### config.mk
export PLATFORM = sky130hd
export DESIGN_NAME = spi_bank_regs
export DESIGN_NICKNAME = d
export VERILOG_FILES = /design/src/rtl/spi_bank_pkg.sv /design/src/rtl/spi_addr_dec.sv /design/src/rtl/spi_stat_w1c.sv /design/src/rtl/spi_chan_regs.sv /design/src/rtl/spi_bank_regs.sv
export SDC_FILE = /design/constraint.sdc
export NUM_CORES = 1
export LEC_CHECK = 0
export ABC_AREA = 1
export BUFFER_PORTS_ARGS = -buffer_cell sky130_fd_sc_hd__buf_2
export CORE_MARGIN = 10
export CORE_UTILIZATION = 40
export DETAILED_ROUTE_END_ITERATION = 10
export HOLD_SLACK_MARGIN = 0.06
export PLACE_DENSITY_LB_ADDON = 0.08
export REMOVE_ABC_BUFFERS = 1
export SYNTH_ARGS = -nofsm -noshare
export SYNTH_HDL_FRONTEND = slang
export SYNTH_SLANG_ARGS = --single-unit
### constraint.sdc
create_clock -name clk_i -period 2 [get_ports clk_i]
set_input_delay 0.2 -clock clk_i [delete_from_list [all_inputs] [get_ports clk_i]]
set_output_delay 0.2 -clock clk_i [all_outputs]
set_load 0.02 [all_outputs]
### src/rtl/spi_bank_pkg.sv
package spi_bank_pkg;
  // word index inside a bank (address bits [5:2])
  localparam logic [3:0] RI_CFG  = 4'd0;
  localparam logic [3:0] RI_DIV  = 4'd1;
  localparam logic [3:0] RI_CMD  = 4'd2;
  localparam logic [3:0] RI_STAT = 4'd3;
  localparam logic [3:0] RI_IEN  = 4'd4;
  localparam logic [3:0] RI_THR  = 4'd5;
  localparam logic [3:0] RI_WCNT = 4'd6;
  localparam logic [3:0] RI_TXD  = 4'd7;
  localparam logic [3:0] RI_RXD  = 4'd8;

  localparam int unsigned BANK_SHIFT = 6;
  localparam int unsigned SYS_OFF    = 'h100;
  localparam int unsigned PM_BIT     = 8;
  localparam int unsigned STAT_W     = 6;
  localparam int unsigned IEN_W      = 5;
endpackage

### src/rtl/spi_addr_dec.sv
module spi_addr_dec
  import spi_bank_pkg::*;
#(
  parameter int unsigned NUM_CH = 4,
  parameter int unsigned ADDR_W = 9,
  localparam int unsigned CH_W  = (NUM_CH > 1) ? $clog2(NUM_CH) : 1
) (
  input  logic [ADDR_W-1:0] addr_i,
  output logic              bank_hit_o,
  output logic [CH_W-1:0]   bank_sel_o,
  output logic [3:0]        idx_o,
  output logic              sys_hit_o
);
  localparam int unsigned BN_W = ADDR_W - BANK_SHIFT;
  localparam logic [BN_W-1:0] NCH_L = BN_W'(NUM_CH);

  logic [BN_W-1:0] bank_num;

  assign bank_num   = addr_i[ADDR_W-1:BANK_SHIFT];
  assign idx_o      = addr_i[5:2];
  assign bank_sel_o = bank_num[CH_W-1:0];
  assign bank_hit_o = (addr_i[1:0] == 2'b00) && (bank_num < NCH_L) && (addr_i[5:2] <= RI_RXD);
  assign sys_hit_o  = (addr_i == ADDR_W'(SYS_OFF));
endmodule

### src/rtl/spi_stat_w1c.sv
module spi_stat_w1c
  import spi_bank_pkg::*;
(
  input  logic              clk_i,
  input  logic              rst_ni,
  input  logic              hold_clr_i,
  input  logic              busy_i,
  input  logic              clr_we_i,
  input  logic [STAT_W-1:1] clr_mask_i,
  input  logic [STAT_W-1:1] set_i,
  output logic [STAT_W-1:0] stat_o
);
  logic [STAT_W-1:1] sticky_q;
  logic [STAT_W-1:1] clr;

  assign clr = clr_we_i ? clr_mask_i : '0;

  always_ff @(posedge clk_i or negedge rst_ni) begin
    if (!rst_ni)         sticky_q <= '0;
    else if (hold_clr_i) sticky_q <= '0;
    else                 sticky_q <= (sticky_q & ~clr) | set_i; // set wins
  end

  assign stat_o = {sticky_q, busy_i & ~hold_clr_i};
endmodule

### src/rtl/spi_chan_regs.sv
module spi_chan_regs
  import spi_bank_pkg::*;
#(
  parameter int unsigned LVL_W = 4,
  parameter int unsigned DIV_W = 16,
  parameter logic [2*LVL_W-1:0] THR_RST = 8'h24
) (
  input  logic              clk_i,
  input  logic              rst_ni,
  input  logic              chan_rst_i,
  input  logic              wr_i,
  input  logic              rd_i,
  input  logic [3:0]        idx_i,
  input  logic [31:0]       wdata_i,
  input  logic              busy_i,
  input  logic              ev_done_i,
  input  logic              ev_txuf_i,
  input  logic              ev_rxof_i,
  input  logic [LVL_W-1:0]  tx_lvl_i,
  input  logic [LVL_W-1:0]  rx_lvl_i,
  input  logic [31:0]       rx_data_i,
  output logic [31:0]       rdata_o,
  output logic [31:0]       cfg_o,
  output logic [DIV_W-1:0]  div_o,
  output logic [31:0]       cmd_o,
  output logic              cmd_wr_o,
  output logic              tx_push_o,
  output logic              rx_pop_o,
  output logic [STAT_W-1:0] stat_o,
  output logic              irq_o
);
  logic [31:0]        cfg_q, cmd_q;
  logic [DIV_W-1:0]   div_q;
  logic [IEN_W-1:0]   ien_q;
  logic [2*LVL_W-1:0] thr_q;
  logic               tx_thr_hit, rx_thr_hit;
  logic [STAT_W-1:1]  set_vec;

  always_ff @(posedge clk_i or negedge rst_ni) begin
    if (!rst_ni) begin
      cfg_q <= '0;
      div_q <= '0;
      ien_q <= '0;
      thr_q <= THR_RST;
    end else if (wr_i) begin
      case (idx_i)
        RI_CFG:  cfg_q <= wdata_i;
        RI_DIV:  div_q <= wdata_i[DIV_W-1:0];
        RI_IEN:  ien_q <= wdata_i[IEN_W-1:0];
        RI_THR:  thr_q <= wdata_i[2*LVL_W-1:0];
        default: ;
      endcase
    end
  end

  always_ff @(posedge clk_i or negedge rst_ni) begin
    if (!rst_ni)                              cmd_q <= '0;
    else if (chan_rst_i)                      cmd_q <= '0;
    else if (wr_i && (idx_i == RI_CMD))       cmd_q <= wdata_i;
  end

  assign cmd_wr_o  = wr_i && (idx_i == RI_CMD) && !chan_rst_i;
  assign tx_push_o = wr_i && (idx_i == RI_TXD);
  assign rx_pop_o  = rd_i && (idx_i == RI_RXD);

  assign tx_thr_hit = (tx_lvl_i <= thr_q[2*LVL_W-1:LVL_W]);
  assign rx_thr_hit = (rx_lvl_i >= thr_q[LVL_W-1:0]);
  assign set_vec    = {ev_rxof_i, ev_txuf_i, rx_thr_hit, tx_thr_hit, ev_done_i};

  spi_stat_w1c u_stat (
    .clk_i      (clk_i),
    .rst_ni     (rst_ni),
    .hold_clr_i (chan_rst_i),
    .busy_i     (busy_i),
    .clr_we_i   (wr_i && (idx_i == RI_STAT)),
    .clr_mask_i (wdata_i[STAT_W-1:1]),
    .set_i      (set_vec & {(STAT_W-1){~chan_rst_i}}),
    .stat_o     (stat_o)
  );

  // enable bit k gates status bit k+1
  assign irq_o = |(stat_o[STAT_W-1:1] & ien_q);

  always_comb begin
    case (idx_i)
      RI_CFG:  rdata_o = cfg_q;
      RI_DIV:  rdata_o = 32'(div_q);
      RI_CMD:  rdata_o = cmd_q;
      RI_STAT: rdata_o = 32'(stat_o);
      RI_IEN:  rdata_o = 32'(ien_q);
      RI_THR:  rdata_o = 32'(thr_q);
      RI_WCNT: rdata_o = 32'({tx_lvl_i, rx_lvl_i});
      RI_RXD:  rdata_o = rx_data_i;
      default: rdata_o = '0;
    endcase
  end

  assign cfg_o = cfg_q;
  assign div_o = div_q;
  assign cmd_o = cmd_q;
endmodule

### src/rtl/spi_bank_regs.sv
module spi_bank_regs
  import spi_bank_pkg::*;
#(
  parameter int unsigned NUM_CH = 4,
  parameter int unsigned ADDR_W = 9,
  parameter int unsigned LVL_W  = 4,
  parameter int unsigned DIV_W  = 16,
  parameter logic [2*LVL_W-1:0] THR_RST = 8'h24
) (
  input  logic                    clk_i,
  input  logic                    rst_ni,
  input  logic                    bus_we_i,
  input  logic                    bus_re_i,
  input  logic [ADDR_W-1:0]       bus_addr_i,
  input  logic [31:0]             bus_wdata_i,
  output logic [31:0]             bus_rdata_o,
  input  logic [NUM_CH-1:0]       busy_i,
  input  logic [NUM_CH-1:0]       ev_done_i,
  input  logic [NUM_CH-1:0]       ev_txuf_i,
  input  logic [NUM_CH-1:0]       ev_rxof_i,
  input  logic [NUM_CH*LVL_W-1:0] tx_lvl_i,
  input  logic [NUM_CH*LVL_W-1:0] rx_lvl_i,
  input  logic [NUM_CH*32-1:0]    rx_data_i,
  output logic [NUM_CH*32-1:0]    cfg_o,
  output logic [NUM_CH*DIV_W-1:0] div_o,
  output logic [NUM_CH*32-1:0]    cmd_o,
  output logic [NUM_CH-1:0]       cmd_wr_o,
  output logic [NUM_CH-1:0]       tx_push_o,
  output logic [31:0]             tx_data_o,
  output logic [NUM_CH-1:0]       rx_pop_o,
  output logic [NUM_CH-1:0]       chan_rst_o,
  output logic                    pm_en_o,
  output logic                    irq_o
);
  localparam int unsigned CH_W = (NUM_CH > 1) ? $clog2(NUM_CH) : 1;
  localparam logic [31:0] SYS_MASK = (32'd1 << PM_BIT) | ((32'd1 << NUM_CH) - 32'd1);

  logic              bank_hit, sys_hit;
  logic [CH_W-1:0]   bank_sel;
  logic [3:0]        idx;
  logic [31:0]       sys_q;
  logic [31:0]       chan_rdata [NUM_CH];
  logic [NUM_CH-1:0] chan_irq;
  logic [NUM_CH*STAT_W-1:0] stat_flat;

  spi_addr_dec #(.NUM_CH(NUM_CH), .ADDR_W(ADDR_W)) u_dec (
    .addr_i     (bus_addr_i),
    .bank_hit_o (bank_hit),
    .bank_sel_o (bank_sel),
    .idx_o      (idx),
    .sys_hit_o  (sys_hit)
  );

  always_ff @(posedge clk_i or negedge rst_ni) begin
    if (!rst_ni)                  sys_q <= '0;
    else if (bus_we_i && sys_hit) sys_q <= bus_wdata_i & SYS_MASK;
  end

  assign chan_rst_o = sys_q[NUM_CH-1:0];
  assign pm_en_o    = sys_q[PM_BIT];
  assign tx_data_o  = bus_wdata_i;

  for (genvar g = 0; g < NUM_CH; g++) begin : g_ch
    logic hit;
    assign hit = bank_hit && (bank_sel == CH_W'(g));

    spi_chan_regs #(.LVL_W(LVL_W), .DIV_W(DIV_W), .THR_RST(THR_RST)) u_ch (
      .clk_i      (clk_i),
      .rst_ni     (rst_ni),
      .chan_rst_i (sys_q[g]),
      .wr_i       (bus_we_i && hit),
      .rd_i       (bus_re_i && hit),
      .idx_i      (idx),
      .wdata_i    (bus_wdata_i),
      .busy_i     (busy_i[g]),
      .ev_done_i  (ev_done_i[g]),
      .ev_txuf_i  (ev_txuf_i[g]),
      .ev_rxof_i  (ev_rxof_i[g]),
      .tx_lvl_i   (tx_lvl_i[g*LVL_W +: LVL_W]),
      .rx_lvl_i   (rx_lvl_i[g*LVL_W +: LVL_W]),
      .rx_data_i  (rx_data_i[g*32 +: 32]),
      .rdata_o    (chan_rdata[g]),
      .cfg_o      (cfg_o[g*32 +: 32]),
      .div_o      (div_o[g*DIV_W +: DIV_W]),
      .cmd_o      (cmd_o[g*32 +: 32]),
      .cmd_wr_o   (cmd_wr_o[g]),
      .tx_push_o  (tx_push_o[g]),
      .rx_pop_o   (rx_pop_o[g]),
      .stat_o     (stat_flat[g*STAT_W +: STAT_W]),
      .irq_o      (chan_irq[g])
    );
  end

  assign irq_o = |chan_irq;

  always_comb begin
    if (sys_hit)       bus_rdata_o = sys_q;
    else if (bank_hit) bus_rdata_o = chan_rdata[bank_sel];
    else               bus_rdata_o = '0;
  end
endmodule

==> results of run 1 <==
[through the flow]
step | power, mW | setup slack [ns] | cell area (sq um)
final | 20.3 | -0.118 | 30100
after global routing | 20.9 | -0.168 | 30100
after CTS | 20.3 | -0.0817 | 29200
after detailed placement | 10.3 | -0.208 | 25900
after global placement | 10.3 | -0.208 | 25900
after floorplan | 8.95 | -2.94 | 19600
[timing repair]
item,CTS,global route
gates cloned,11,7
gates resized for setup,142,153
hold buffers,46,0
endpoints found under the hold margin,490,0
setup buffers,46,53
pin swaps,56,85
endpoints found under the setup margin,41,43
[worst max-delay path, delay by kind of cell (launching register included)]
family / cells / cell delay (ns)
flops: 1 / 0.42
compound gates: 2 / 0.38
buf+inv: 2 / 0.36
simple gates: 1 / 0.18
[cells in the mapped netlist, types with 8 or more instances]
library cell / count
o22ai_1: 69
o211ai_1: 33
ha_1: 32
nand3_1: 253
dfrtp_1: 389
nand2_2: 9
nand4_1: 17
inv_1: 178
clkbuf_1: 120
buf_2: 35
dfstp_2: 8
o21ai_0: 317
a21oi_1: 65
o21ai_1: 77
buf_1: 16
buf_4: 55
nor2_1: 161
nand2_1: 850
[worst paths after layout]
path	startpoint	endpoint	slack [ns]	cells after the start
min in group clk_i	bus_wdata_i[10]	g_ch[1].u_ch.div_o[10]	0.10	3
max reg2reg	g_ch[2].u_ch.thr_q[5]	g_ch[2].u_ch.u_stat.sticky_q[2]	0.20	8
max	g_ch[2].u_ch.u_stat.sticky_q[5]	irq_o	-0.12	5
min reg2reg	g_ch[3].u_ch.thr_q[6]	g_ch[3].u_ch.thr_q[6]	0.49	2
min	rst_ni	g_ch[0].u_ch.cfg_o[25]	0.09	2
max in group asynchronous	rst_ni	g_ch[2].u_ch.thr_q[2]	1.10	3
[cells by family (layout without fill, tap and decap cells)]
family,after synthesis,in the layout,synth area share
AND/OR/NAND/NOR,1317,1317,0.262
AO/OA/AOI/OAI,578,578,0.150
buffers and inverters,416,1264,0.0888
flip-flops,397,397,0.480
adder cells (fa/ha/maj),32,32,0.0193
other,0,3,0
[registers in the layout, indices dropped and copies added, names as in the netlist]
signal                     count
g_ch.u_ch.cfg_o              128
g_ch.u_ch.thr_q               32
sys_q                          5
g_ch.u_ch.cmd_o              128
g_ch.u_ch.div_o               64
g_ch.u_ch.u_stat.sticky_q     20
g_ch.u_ch.ien_q               20
[final cells by class]
cell class | count | area share
Sequential cell | 397 | 0.331
Multi-Input combinational cell | 1927 | 0.312
Timing Repair Buffer | 988 | 0.243
Clock buffer | 62 | 0.0443
Tap cell | 680 | 0.0283
Inverter | 186 | 0.0256
Clock inverter | 25 | 0.0142
Timing Repair inverter | 3 | 0.00121
Antenna cell | 3 | 0.000249
[where the power goes]
| group | internal [mW] | switching, mW | leakage, nW |
|---|---|---|---|
| combinational | 0.804 | 1.43 | 9.15 |
| sequential | 8.13 | 0.102 | 5.45 |
| clock | 6.12 | 3.76 | 0.859 |
[per-layer routing]
metal | GRT usage | vias to the layer above | part of all wire
met3 | 0.0790 | 242 | 0.10
li1 | - | 10600 | -
met1 | 0.453 | 11500 | 0.39
met5 | 0 | - | 0.00029
met4 | 0.130 | 4 | 0.039
met2 | 0.555 | 1514 | 0.46
[placed cells by master (no fill, tap or decap), drive strengths merged]
cell type	n
buf	935
nand2	861
o21ai	394
dfrtp	389
nand3	255
inv	184
nor2	166
o22ai	69
clkbuf	67
a21oi	65
dlygate4sd3	46
o211ai	33
ha	32
nand4	17
clkinv	16
bufinv	11
nor3	11
dfstp	8
a22o	5
o21bai	4
a32oi	4
nor4	4
diode	3
clkinvlp	3
a221oi	3
bufbuf	2
or2	1
and2	1
nand3b	1
o21a	1
==> reports/metrics.cfg, run 1 <==
[status]
outcome=complete, but fails checks
violations=negative setup slack

[routing]
wire_per_inst_microns=26.1
drt_iter0_drc=2716
via_per_inst=5.58
firstDrtPassIters=6
wirelength_microns=111000
ant_nets=0
vias=23800
drc=0

[grt]
grt_overflow=0
grt.total_usage=0.347
grt_pass1_vias=23100
grt_first_pass_wirelength_microns=158000
grt_start_max_net_pins=65
antenna_found_initial=4

[clock_tree]
numCtsBuffers=47
cts_tree=built
htreeDepth=2
clk_pin_slew_ns=0.06
clk_latency_ns=0.59
clock_sinks=397
cts-root-buf=clkbuf_16
clock_path_buffers=3

[worst_setup_path]
worstPathRequired_ns=1.80
critPathMaxFanout=3
path_class=reg2out
cp-start-kind=flop
crit_path_end_kind=primary output
crit_slowest_cell=dfrtp_1
crit_chain=buf_4, a22o_1, a221oi_1, nand4_1, buf_2
worstPathArrival_ns=1.92
slowest_delay_ns=0.42

[final_layout]
n_fill_cell=4833
final_core_util=0.587
final_cells=4271
multi_input_area_sq_um=9400
drive_gt1_frac=0.333
layout.area.seq_sq_um=9970
areaGrowthSynthToFinish_pct=45.2
final_nets=3803

[yosys]
synth.cell_area_sq_um=20700
synth_ff_type=dfrtp_1
yosysWarnings=0
synth_area_leaders=dfrtp_1, nand2_1, o21ai_0, nand3_1, inv_1
synth_edf_count=0
ys_async_sr_fraction=1.00
yosysSeqAreaShare=0.480
synth_cell_types=36
yosysTopAreaCell=dfrtp_1
ys_ff_latch=397
avgSynthCellArea_sq_um=7.57
netlist_instances=2740
synth_top_area_share=0.470

[sta]
setup_viol=14
tns_ns=-0.658
slew_violations=0
worst_slack_ns=-0.118
fin_crit_ns=2.12
hold_viol=0
relSlewSlack=0.564
max_freq_mhz=472
timing.final.crit_share=1.06
tightest_slew_ns=0.654
rsz0062_at_grt=true
fin_hold_ws_ns=0.0924
worst_clock_skew_ns=0.0158

[placed_design]
post-dp-hpwl_microns=80200
io_buffers=622
place.gp.congestion=0.971
place_inst=4021

[die]
pin_count=623
floorplan.initialDensity=0.404
die_h_microns=248
dieArea_sq_um=61300
core_area_sq_um=51300
die_x_microns=248
core.rowCount=83

[pwr]
powerDensity_nw_per_um2=676
p_leak_nw=15.5
ir_drop_mv=0.672

[hold_path]
hp-class=in2async

[run]
maxCapViolCount=0

Note: power is estimated with default switching activity, not from simulation.
==> run 2: changes to the inputs <==
--- a/config.mk
+++ b/config.mk
@@ -7,9 +7,9 @@
 export LEC_CHECK = 0
 export ABC_AREA = 1
 export BUFFER_PORTS_ARGS = -buffer_cell sky130_fd_sc_hd__buf_2
-export CORE_MARGIN = 10
-export CORE_UTILIZATION = 40
+export CORE_AREA = 10 10 236 238
 export DETAILED_ROUTE_END_ITERATION = 10
+export DIE_AREA = 0 0 246 248
 export HOLD_SLACK_MARGIN = 0.06
 export PLACE_DENSITY_LB_ADDON = 0.08
 export REMOVE_ABC_BUFFERS = 1
==> reports/metrics.cfg, run 2 (synthesis gave the netlist of run 1 again) <==
[die]
core.rowCount=83
floorplan.initialDensity=0.407
dieArea_sq_um=61000
pin_count=623
core_area_sq_um=51000
die_x_microns=246
die_h_microns=248

[routing]
vias=23800
ant_nets=0
drc=0
wire_per_inst_microns=25.5
firstDrtPassIters=6
via_per_inst=5.56
wirelength_microns=109000
drt_iter0_drc=2650

[sta]
max_freq_mhz=465
worst_clock_skew_ns=0.0280
hold_viol=0
tightest_slew_ns=0.672
rsz0062_at_grt=true
setup_viol=9
fin_crit_ns=2.15
timing.final.crit_share=1.08
fin_hold_ws_ns=0.0746
worst_slack_ns=-0.150
slew_violations=0
relSlewSlack=0.552

[clock_tree]
htreeDepth=2
clock_path_buffers=3
cts_tree=built
cts-root-buf=clkbuf_16
numCtsBuffers=47
clk_latency_ns=0.60
clk_pin_slew_ns=0.06
clock_sinks=397

[pwr]
p_leak_nw=15.5
p_total_mw=19.6
powerDensity_nw_per_um2=654
ir_drop_mv=0.550

[status]
outcome=complete, but fails checks
violations=negative setup slack

[worst_setup_path]
cpMostUsedCell=nand4_1
crit_path_end_kind=primary output
path_class=reg2out
critPathMaxFanout=3
worstPathArrival_ns=1.95
crit_chain=nand2_1, nand4_1, nor3_2, nand4_1, buf_6
cp-start-kind=flop
worstPathRequired_ns=1.80
crit_slowest_cell=dfrtp_1
slowest_delay_ns=0.42
cp_num_buf_inv=1
cp_top_family=simple AND/OR/NAND/NOR gates

[final_layout]
layout_commonest_cell=nand2_1
final_cells=4286
final_cell_mix=nand2_1, buf_2, dfrtp_1
areaGrowthSynthToFinish_pct=44.6
final_nets=3819
final_core_util=0.588
drive_gt1_frac=0.334

[placed_design]
io_buffers=622
post-dp-hpwl_microns=79000
place.gp.congestion=0.944
pre_cts_slack_ns=-0.213
place_inst=4025

[grt]
grt_pass1_vias=23500
grt_overflow=0
grt_start_max_net_pins=72
antenna_found_initial=7
grt_first_pass_wirelength_microns=157000
grt.total_usage=0.342

[hold_path]
hp-class=in2reg

[run]
maxCapViolCount=0

## run 2: cell types whose count changed in the layout (fill, tap and decap cells not counted), sizes merged, moves of 2 or more
cell	previous run	this run
bufinv	11	4
clkbuf	67	77
clkinv	16	10
diode	3	5
buf	935	952
## run 2: final timing paths
path | startpoint | endpoint | slack [ns] | cells after the start
setup / recovery | g_ch[0].u_ch.u_stat.sticky_q[5] | irq_o | -0.15 | 5
hold / removal | bus_wdata_i[11] | g_ch[1].u_ch.cfg_o[11] | 0.07 | 3
setup reg to reg | g_ch[0].u_ch.thr_q[5] | g_ch[0].u_ch.u_stat.sticky_q[2] | 0.07 | 10
hold reg to reg | g_ch[1].u_ch.thr_q[5] | g_ch[1].u_ch.thr_q[5] | 0.49 | 2
max in group asynchronous | rst_ni | g_ch[2].u_ch.cmd_o[25] | 0.98 | 3
min in group asynchronous | rst_ni | g_ch[0].u_ch.thr_q[6] | 0.14 | 2
## run 2: worst min-delay path: stages
cell	delay, ns
buf_2	0.08
inv_1	0.16
o21ai_1	0.17
## run 2: timing repair
| action | 4_1_cts | 5_1_grt |
|---|---|---|
| buffers inserted | 66 | 49 |
| hold buffers | 47 | 0 |
| endpoints found under the hold margin | 344 | 0 |
| resized for setup | 119 | 144 |
| endpoints found under the setup margin | 40 | 47 |
| pin swaps | 51 | 75 |
| cloned | 6 | 7 |
## run 2: routing by layer
layer | track usage | vias to the layer above | part of all wire
met4 | 0.117 | 2 | 0.034
met2 | 0.565 | 1430 | 0.48
li1 | - | 10600 | -
met5 | 0 | - | 0.00012
met3 | 0.0780 | 241 | 0.098
met1 | 0.436 | 11500 | 0.39
## run 2: per-stage QoR
stage	setup TNS, ns	instance area (sq um)
after floorplan	-860.60	19600
after global placement	-15.80	25900
after detailed placement	-21.08	25900
after CTS	-0.579	29100
after global routing	-1.75	30000
final	-0.567	30000
## run 2: final cells by class
class | instances | area [sq um]
fill | 4762 | 21000
clock buffer | 70 | 1440
sequential | 397 | 9970
clock inverter | 14 | 193
multi-input combinational | 1927 | 9410
inverter | 186 | 734
antenna | 5 | 12.5
timing repair buffer | 1007 | 7360
tap | 680 | 851
## run 2: where the power goes
part | total (mW) | leakage [nW] | switching, mW | internal [mW]
registers | 8.23 | 5.46 | 0.102 | 8.13
logic | 2.21 | 9.21 | 1.40 | 0.807
clock network | 9.15 | 0.802 | 3.66 | 5.49
total | 19.6 | 15.5 | 5.16 | 14.4
==> run 3: changes to the inputs <==
--- a/config.mk
+++ b/config.mk
@@ -6,13 +6,12 @@
 export NUM_CORES = 1
 export LEC_CHECK = 0
 export ABC_AREA = 1
-export BUFFER_PORTS_ARGS = -buffer_cell sky130_fd_sc_hd__buf_2
+export BUFFER_PORTS_ARGS = -buffer_cell sky130_fd_sc_hd__buf_4
 export CORE_AREA = 10 10 236 238
 export DETAILED_ROUTE_END_ITERATION = 10
 export DIE_AREA = 0 0 246 248
 export HOLD_SLACK_MARGIN = 0.06
 export PLACE_DENSITY_LB_ADDON = 0.08
-export REMOVE_ABC_BUFFERS = 1
 export SYNTH_ARGS = -nofsm -noshare
 export SYNTH_HDL_FRONTEND = slang
 export SYNTH_SLANG_ARGS = --single-unit
==> reports/metrics.cfg, run 3 (synthesis gave the netlist of run 1 again) <==
[status]
outcome=complete, but fails checks
violations=negative setup slack

[sta]
rsz0062_at_grt=true
max_freq_mhz=479
fin_crit_ns=2.09
timing.final.crit_share=1.04
relSlewSlack=0.530
worst_clock_skew_ns=0.0173
hold_viol=0
tightest_slew_ns=0.705
worst_slack_ns=-0.0898
slew_violations=0
setup_viol=14

[hold_path]
min_to=g_ch[1].u_ch.cfg_o[20]
hp-class=in2reg
holdCritStartpoint=bus_wdata_i[20]
hold_path_depth=3

[grt]
grt_overflow=0
grt.total_usage=0.358
met2_usage=0.595
antenna_found_initial=3
grt.busiest_layer=met2
grtUsageMet3=0.0807
use_met1=0.439
grt_pass1_vias=23600
grt_first_pass_wirelength_microns=162000
grt_start_max_net_pins=63

[worst_setup_path]
cp_num_buf_inv=5
slowest_delay_ns=0.23
cp-start-kind=input pin
worstPathRequired_ns=1.80
crit_chain=buf_12, nor2_4, buf_12, buf_4, buf_4, nand3_1, nand2_1, nor2_2, nand3_2, nand2_2, nand2_2, nand3_2, nand2_2, buf_6
crit_slowest_cell=buf_4
cpMostUsedCell=nand2_2
worstPathArrival_ns=1.89
rr_endpoint=g_ch[2].u_ch.u_stat.sticky_q[2]
path_class=in2out
worstReg2RegStart=g_ch[2].u_ch.thr_q[5]
cp_top_family=simple AND/OR/NAND/NOR gates
crit_path_end_kind=primary output
reg2reg_depth=8
r2r_slack_ns=0.19
critPathMaxFanout=13

[final_layout]
final_nets=3832
areaGrowthSynthToFinish_pct=54.8
layout_commonest_cell=buf_4
final_core_util=0.630
final_cell_mix=buf_4, nand2_1, dfrtp_1
n_fill_cell=4521
drive_gt1_frac=0.359
stdcell_area_sq_um=32100

[clock_tree]
clk_latency_ns=0.59
numCtsBuffers=46
clock_path_buffers=3
cts-root-buf=clkbuf_16
cts_tree=built
clock_sinks=397
clk_pin_slew_ns=0.06
htreeDepth=2

[routing]
firstDrtPassIters=7
wirelength_microns=117000
drt_iter0_drc=2453
vias=24100
via_per_inst=5.61
drc=0
wire_per_inst_microns=27.1
ant_nets=0

[die]
core_area_sq_um=51000
pin_count=623
die_x_microns=246
die_h_microns=248
floorplan.initialDensity=0.407
core.rowCount=83
dieArea_sq_um=61000

[placed_design]
place.gp.congestion=1.00
post-dp-hpwl_microns=84100
dpl_cell_area_sq_um=27500
io_buffers=622

[pwr]
ir_drop_mv=0.500
powerDensity_nw_per_um2=618
p_leak_nw=15.9

[run]
maxCapViolCount=0

[yosys]
syn_nets=2993

-- run 3: cell types whose count changed in the layout (fill, tap and decap cells not counted), moves of 11 or more --
cell,delta
nand2_1,-46
o21ai_2,+11
buf_6,+11
buf_4,+562
nand2_2,+44
buf_12,+11
o21ai_1,+12
buf_8,+11
o21ai_0,-24
buf_2,-583
-- run 3: layer usage --
layer,wire [microns],vias up,part of all wire
met1,43500,11800,0.37
met5,33,-,0.00028
met3,11400,281,0.098
li1,-,10700,-
met4,5640,6,0.048
met2,56000,1407,0.48
-- run 3: repair_timing --
action,CTS,global route
hold endpoints to repair,397,0
endpoints found under the setup margin,41,46
buffers inserted,70,55
pin swaps,71,161
gates cloned,6,15
hold buffers,42,0
gates resized for setup,150,225
-- run 3: tightest hold or removal path, stage by stage --
cell and delay (ns):
buf_4 0.12, inv_1 0.14, o21ai_1 0.16
-- run 3: how the worst max path moves through the flow --
stage,startpoint,end,slack (ns),depth (start not counted)
6_report,bus_addr_i[3],bus_rdata_o[1],-0.09,14
3_3_place_gp,bus_addr_i[5],bus_rdata_o[23],-0.26,14
4_1_cts,g_ch[3].u_ch.thr_q[2],bus_rdata_o[2],-0.09,9
5_1_grt,g_ch[3].u_ch.thr_q[1],bus_rdata_o[1],-0.14,9
3_5_place_dp,bus_addr_i[5],rx_pop_o[1],-0.27,12
2_1_floorplan,bus_addr_i[4],bus_rdata_o[29],0.09,11
-- run 3: per-stage QoR --
stage / TNS [ns] / setup slack (ns) / cells / hold WS (ns) / power (mW)
2_1_floorplan: 0 / 0.0876 / 2740 / -0.0956 / 9.11
3_3_place_gp: -5.40 / -0.263 / 4027 / 0.169 / 10.5
3_5_place_dp: -10.18 / -0.270 / 4027 / 0.168 / 10.5
4_1_cts: -0.451 / -0.0859 / 4226 / 0.0609 / 19.7
5_1_grt: -2.27 / -0.139 / 4295 / 0.0859 / 20.3
6_report: -0.481 / -0.0898 / 4296 / 0.0794 / 19.8
-- run 3: cell type report --
cell class              instances  area, sq um  area share
flip-flops and latches        397         9970       0.311
multi-input cells            1928         9650       0.301
repair buffers               1020         9270       0.289
clock buffers                  61         1300      0.0405
well taps                     680          851      0.0265
inverters                     186          746      0.0232
clock inverters                23          313     0.00974
diodes                          1         2.50   0.0000780
-- run 3: report_power, final --
| part | total (mW) | switching, mW | internal [mW] | leakage, nW |
|---|---|---|---|---|
| combinational | 2.49 | 1.49 | 1.01 | 9.65 |
| clock | 9.12 | 3.64 | 5.48 | 0.778 |
| sequential | 8.23 | 0.101 | 8.13 | 5.45 |
| total | 19.8 | 5.23 | 14.6 | 15.9 |
